## src/rtl/odd_lane_dup.sv

```systemverilog
module odd_lane_dup #(
  parameter int ELEM_W    = 32,
  parameter int MAX_ELEMS = 16,
  localparam int VEC_W    = ELEM_W * MAX_ELEMS
) (
  input  logic                 clk,
  input  logic                 rst,
  input  logic                 in_valid,
  input  logic [VEC_W-1:0]     src,
  input  logic [VEC_W-1:0]     old_dst,
  input  logic [1:0]           vlen_sel,
  input  logic [1:0]           mode_sel,
  input  logic [MAX_ELEMS-1:0] wmask,
  input  logic                 mask_en,
  input  logic                 zero_mask,
  input  logic [3:0]           rsvd_field,
  output logic                 out_valid,
  output logic [VEC_W-1:0]     new_dst,
  output logic                 ud_fault
);
  localparam int CNT_W      = $clog2(MAX_ELEMS + 1);
  localparam int BASE_ELEMS = MAX_ELEMS / 4;

  logic             is_legacy, is_compact, fault_c;
  logic [CNT_W-1:0] n_act;
  logic [VEC_W-1:0] shaped, next_dst;

  assign is_legacy  = (mode_sel == 2'd0);
  assign is_compact = (mode_sel == 2'd1);
  assign fault_c    = !is_legacy && (rsvd_field != 4'hF);

  always_comb begin
    if (is_legacy || vlen_sel == 2'd0) n_act = CNT_W'(BASE_ELEMS);
    else if (is_compact || vlen_sel == 2'd1) n_act = CNT_W'(2 * BASE_ELEMS);
    else n_act = CNT_W'(MAX_ELEMS);
  end

  for (genvar j = 0; j < MAX_ELEMS; j++) begin : g_el
    localparam int HI = j | 1;
    logic [ELEM_W-1:0] dup, old, res;
    logic active, take;
    assign dup    = src[HI*ELEM_W +: ELEM_W];
    assign old    = old_dst[j*ELEM_W +: ELEM_W];
    assign active = CNT_W'(j) < n_act;
    assign take   = is_compact || !mask_en || wmask[j];
    always_comb begin
      if (is_legacy) res = active ? dup : old;
      else if (!active) res = '0;
      else if (take) res = dup;
      else res = zero_mask ? '0 : old;
    end
    assign shaped[j*ELEM_W +: ELEM_W] = res;
  end

  assign next_dst = fault_c ? old_dst : shaped;

  always_ff @(posedge clk) begin
    if (rst) begin
      out_valid <= 1'b0;
      ud_fault  <= 1'b0;
      new_dst   <= '0;
    end else begin
      out_valid <= in_valid;
      if (in_valid) begin
        ud_fault <= fault_c;
        new_dst  <= next_dst;
      end
    end
  end
endmodule


```

## config.mk

```make
export PLATFORM = sky130hd
export DESIGN_NAME = odd_lane_dup
export DESIGN_NICKNAME = d
export VERILOG_FILES = /design/src/rtl/odd_lane_dup.sv
export SDC_FILE = /design/constraint.sdc
export NUM_CORES = 2
export LEC_CHECK = 0
export ABC_AREA = 1
export BUFFER_PORTS_ARGS = -buffer_cell sky130_fd_sc_hd__buf_2
export CAP_MARGIN = 20
export CORE_AREA = 2 2 616 618
export DETAILED_ROUTE_END_ITERATION = 10
export DIE_AREA = 0 0 618 620
export GPL_TIMING_DRIVEN = 0
export HOLD_SLACK_MARGIN = 0.12
export PLACE_DENSITY = 0.34
export SYNTH_ARGS = -nofsm -noshare
export SYNTH_HDL_FRONTEND = slang
export SYNTH_SLANG_ARGS = --single-unit
```

## constraint.sdc

```tcl
create_clock -name clk -period 1.5 [get_ports clk]
set_input_delay 0.15 -clock clk [delete_from_list [all_inputs] [get_ports clk]]
set_output_delay 0.15 -clock clk [all_outputs]
set_load 0.01 [all_outputs]
```

=== After elaboration in Yosys (flattened, before gate mapping) ===
Index checks and enable logic that the tools add are counted.

* Flip-flop bits (word level): 514
* Output and inout bits: 514
* Logic and storage cells: 129
* Latch bits: 0
* Input bits: 1053
* ROM bits: 0
* Memory bits (writable): 0
* Memories: 0

* Multipliers: 0
* Reductions and logical operators: 24
* Order comparisons: 16
* Shift-type cells: 0
* Bitwise logic cells: 0
* Mux-type cells: 83
* Equality and inequality tests: 3
* Add/subtract/negate cells: 0
* Div/mod/pow operators: 0

{| class="wikitable"
|+ Operator list
! kind !! number
|-
| 2-to-1 mux 32 bit || 80
|-
| 2-to-1 mux 512 bit || 1
|-
| < comparator 4 x 5 -> 1 bit (first input constant) || 8
|-
| < comparator 3 x 5 -> 1 bit (first input constant) || 4
|-
| logical OR 1 bit || 19
|-
| < comparator 1 x 5 -> 1 bit (first input constant) || 2
|-
| < comparator 2 x 5 -> 1 bit (first input constant) || 2
|-
| 2-to-1 mux 5 bit || 2
|-
| == test 2 x 1 -> 1 bit (second input constant) || 2
|-
| logical NOT 2 bit || 2
|-
| != test 4 bit (second input constant) || 1
|-
| logical NOT 1 bit || 2
|-
| logical AND 1 bit || 1
|}

=== Depth between registers and ports, before layout ===
* Word-level depth: 8
* Mapped depth: 10
* Gate-level depth less buffers: 8

=== Worst setup path before layout ===
OpenSTA, ideal clock, no wires.

* Path kind: input-to-reg
* From: in in_valid
* To: reg new_dst[109]
* Path buffers: 4
* Cell stages on the path: 7
* Setup time: 0.117 ns
* Arrival: 1.141 ns
* Required time: 1.383 ns
* Path slack: 0.242 ns
* Cell sequence: buf_2 buf_2 buf_2 buf_1 nand2_1 nor2_1 nor2_1

{| class="wikitable"
|+ RTL lines
! what !! line !! source
|-
| from (decl) || 8 || <nowiki>input logic in_valid,</nowiki>
|-
| to (signal assigned) || 66 || <nowiki>new_dst <= next_dst;</nowiki>
|-
| to (decl) || 18 || <nowiki>output logic [VEC_W-1:0] new_dst,</nowiki>
|}

=== Final worst setup path ===
* From: in mode_sel[1]
* To: reg new_dst[149]

* Cells in the longest elaborated chain, start to end: 8
* Elaborated cells on any way between the ends: 16
* Classes of those cells: 1 x order compare; 1 x eq/ne; 7 x mux; 7 x reduce/logical

{| class="wikitable"
|+ Ends and longest elaborated chain
! what !! line !! source
|-
| from (decl) || 12 || <nowiki>input logic [1:0] mode_sel,</nowiki>
|-
| == test 2 x 1 -> 1 bit || 29 || <nowiki>assign is_compact = (mode_sel == 2'd1);</nowiki>
|-
| logical OR 1 bit || 34 || <nowiki>else if (is_compact || vlen_sel == 2'd1) n_act = CNT_W'(2 * BASE_ELEMS);</nowiki>
|-
| 2-to-1 mux 5 bit || 34 ||
|-
| 2-to-1 mux 5 bit || 33 || <nowiki>if (is_legacy || vlen_sel == 2'd0) n_act = CNT_W'(BASE_ELEMS);</nowiki>
|-
| < comparator 3 x 5 -> 1 bit || 44 || <nowiki>assign active = CNT_W'(j) < n_act;</nowiki>
|-
| 2-to-1 mux 32 bit (on tied branches) || 48, 47 ||
|-
| 2-to-1 mux 32 bit || 47 || <nowiki>if (is_legacy) res = active ? dup : old;</nowiki>
|-
| 2-to-1 mux 512 bit * || 55 || <nowiki>assign next_dst = fault_c ? old_dst : shaped;</nowiki>
|}

Every way passes the cells marked *; elsewhere a longest branch is shown, timed or not.
A chain may end at the register's enable or synchronous reset.

==> results.tsv <==
stage	metric	value	unit
cells_and_area	fill_cells	44077	
setup_path	end_kind	register	
grt	antenna_found_initial	221	
synthesis	synthTopCellsByArea	dfxtp_1, nand2_1, a21oi_1	
cells_and_area	seq_area	0.0109	mm2
cts	htree_num_levels	3	
cts	cts_root_buf	clkbuf_16	
floorplan	fp-row-count	226	
grt	grt_pass1_wl	430000	um
power	p_per_area	875	mW/mm2
setup_path	path_class	in -> reg	
detailed_routing	routed_wl	339000	um
synthesis	yosysTopAreaCellShare	35.1	%
setup_path	cp-startpoint	mode_sel[1]	
synthesis	ys_warn_count	0	
min_path	hp-start	mode_sel[0]	
detailed_routing	drtPass1Iterations	8	
synthesis	synth.distinct_cells	22	
setup_path	arrival	2.24	ns
detailed_routing	drc	0	
synthesis	yosysSeqAreaShare	35.1	%
cells_and_area	nets	8149	
setup_path	slowest_stage	nor2_2	
status	status	finished with violations	
cells_and_area	layoutNonFillerInstCount	12260	
power	peakVddDrop	0.000811	V
placed_design	dp.cells	11130	
status	violations	setup timing	
floorplan	core_area	0.377	mm2
floorplan	die_h	620	um
cts	cts_tree	built	
cells_and_area	multiInputGateArea	0.0163	mm2
synthesis	synthCells	4795	
placed_design	io_buffers	1308	
sta	slew_viol_final	0	
sta	fin_crit	1.52	ns
detailed_routing	wire_per_inst	27.7	um
synthesis	syn-num-nets	5848	
detailed_routing	routed_via_density	3.63	
placed_design	gp_congestion	0.908	
cts	clock_sinks	514	
sta	worst_slack	-0.0242	ns
detailed_routing	route.antenna.remaining_nets	0	
floorplan	die-area	0.383	mm2
synthesis	post-synth-top-area-cell	dfxtp_1	
job	maxCapViolations	0	
sta	finClkSkew	0	ns
cells_and_area	mostFrequentLayoutCells	nand2_1, buf_2, dlygate4sd3_1	
setup_path	crit_buf_inv	4	
cts	clk_latency	0.77	ns
sta	tightest_slew	1.02	ns
sta	finalSetupTns	-0.0675	ns
cts	clk_pin_slew	0.06	ns
cells_and_area	area_growth	99.1	%
synthesis	synth_area	0.0293	mm2
placed_design	hpwl	287000	um
min_path	hold_path_class	in -> reg	
detailed_routing	vias	44478	
detailed_routing	dr.first_iter.drc_count	3033	
floorplan	initial_utilization	7.76	%
synthesis	syn_avg_cell_area	6.11	um2
grt	track_usage	16.9	%
cells_and_area	final_common_cell	nand2_1	
floorplan	die_w	618	um
sta	hold_viol	0	
setup_path	path_delay_family	simple AND/OR/NAND/NOR gates	
sta	final.period_utilization	102	%
grt	grt_max_degree	13	
sta	maxSlewHeadroom	32.2	%
cts	numCtsBuffers	89	
sta	clock.fmax	656	MHz
setup_path	crit_top_cell	nand2_1	
placed_design	dp_slack	-1.98	ns
sta	finalSetupViolations	8	
cells_and_area	final_util	15.5	%
setup_path	crit_path_start_kind	input port	
setup_path	crit_chain	buf_2 > inv_2 > nand2_1 > nand2_1 > buf_6 > nor2_2 > buf_2 > nand2_1 > nand3_1 > a21oi_1	
synthesis	postSynthRegisterBits	514	
placed_design	dpl_cell_area	0.0423	mm2
cells_and_area	fin_area	0.0583	mm2
setup_path	r2r-start	new_dst[366]$_SDFFE_PP0P_	
power	p_leak	25.0	nW
setup_path	cpPeakStageDelay	0.47	ns
sta	grt_setup_unrepaired	yes	
setup_path	required	2.21	ns
grt	grt-ovfl-total	0	
floorplan	io_pins	1567	
cts	cts.path.max_buffers	4	
cells_and_area	drive_gt1_share	29.9	%
setup_path	cp_max_fo	10	
grt	grt_pass1_vias	43115	
-- layer usage --
layer  GRT usage [%]  part of all wire, %  up-vias
li1                -                    -    20556
met1            20.9                   42    21271
met2            28.0                   46     1986
met3            4.09                  7.0      563
met4            6.45                  4.5      102
met5               0                 0.19        -
-- cell families after synthesis --
group / Yosys count / share of synthesized area [%]
AO/OA/AOI/OAI: 1347 / 23.8
buffers and inverters: 685 / 9.56
flip-flops: 514 / 35.1
AND/OR/NAND/NOR: 2249 / 31.5
-- flip-flops by register name, summed over array words and instances, names as in the netlist --
name and cells:
ud_fault 1, out_valid 1, new_dst 512
-- stage by stage --
step                hold slack [ns]  total power, W
global placement              0.414          0.0259
finish                        0.110          0.0510
global route                  0.120          0.0533
detailed placement            0.410          0.0259
CTS                          0.0170          0.0520
floorplan                     0.296          0.0195
-- where the power goes --
| part | total (W) | internal, W | leakage [nW] | switching, W |
|---|---|---|---|---|
| Sequential | 0.0156 | 0.0148 | 4.40 | 0.000804 |
| Clock | 0.0216 | 0.0126 | 1.40 | 0.00892 |
| Combinational | 0.0139 | 0.00571 | 19.2 | 0.00814 |
-- path summary, 6_finish.rpt --
check | slack (ns) | cells after the start | endpoint
worst max-delay path | -0.02 | 10 | new_dst[149]$_SDFFE_PP0P_
worst max register to register | 0.26 | 5 | new_dst[366]$_SDFFE_PP0P_
worst min register to register | 0.50 | 2 | new_dst[5]$_SDFFE_PP0P_
worst min-delay path | 0.11 | 6 | new_dst[370]$_SDFFE_PP0P_
-- final cells by class --
| cell class | count | share of cell area [%] |
|---|---|---|
| sequential | 514 | 18.7 |
| antenna | 88 | 0.378 |
| buffer | 421 | 3.46 |
| tap | 5016 | 10.8 |
| inverter | 262 | 1.71 |
| clock inverter | 26 | 0.506 |
| clock buffer | 125 | 4.38 |
| timing repair buffer | 2212 | 32.2 |
| multi-input combinational | 3596 | 27.9 |
-- tightest hold or removal path, stage by stage --
cell and delay (ns):
buf_2 0.12, a21oi_1 0.07, nand4_1 0.33, nor2_1 0.09
nor2_1 0.07, nor2_1 0.04
-- Yosys cell counts (all sizes together) --
cell type / n
dfxtp: 514
buf: 151
o21ai: 480
a21oi: 779
nand4: 42
inv: 262
nand3: 482
nor2: 327
clkbuf: 272
nand2: 1398
a21boi: 88
-- repair_timing --
| action | CTS | global route |
|---|---|---|
| endpoints found under the setup margin | 967 | 335 |
| hold endpoints to repair | 512 | 0 |
| hold buffers | 872 | 0 |
| pin swaps | 2 | 2 |
| gates resized for setup | 1369 | 72 |
| buffers inserted | 14 | 8 |
(Power assumes the default switching activity.)
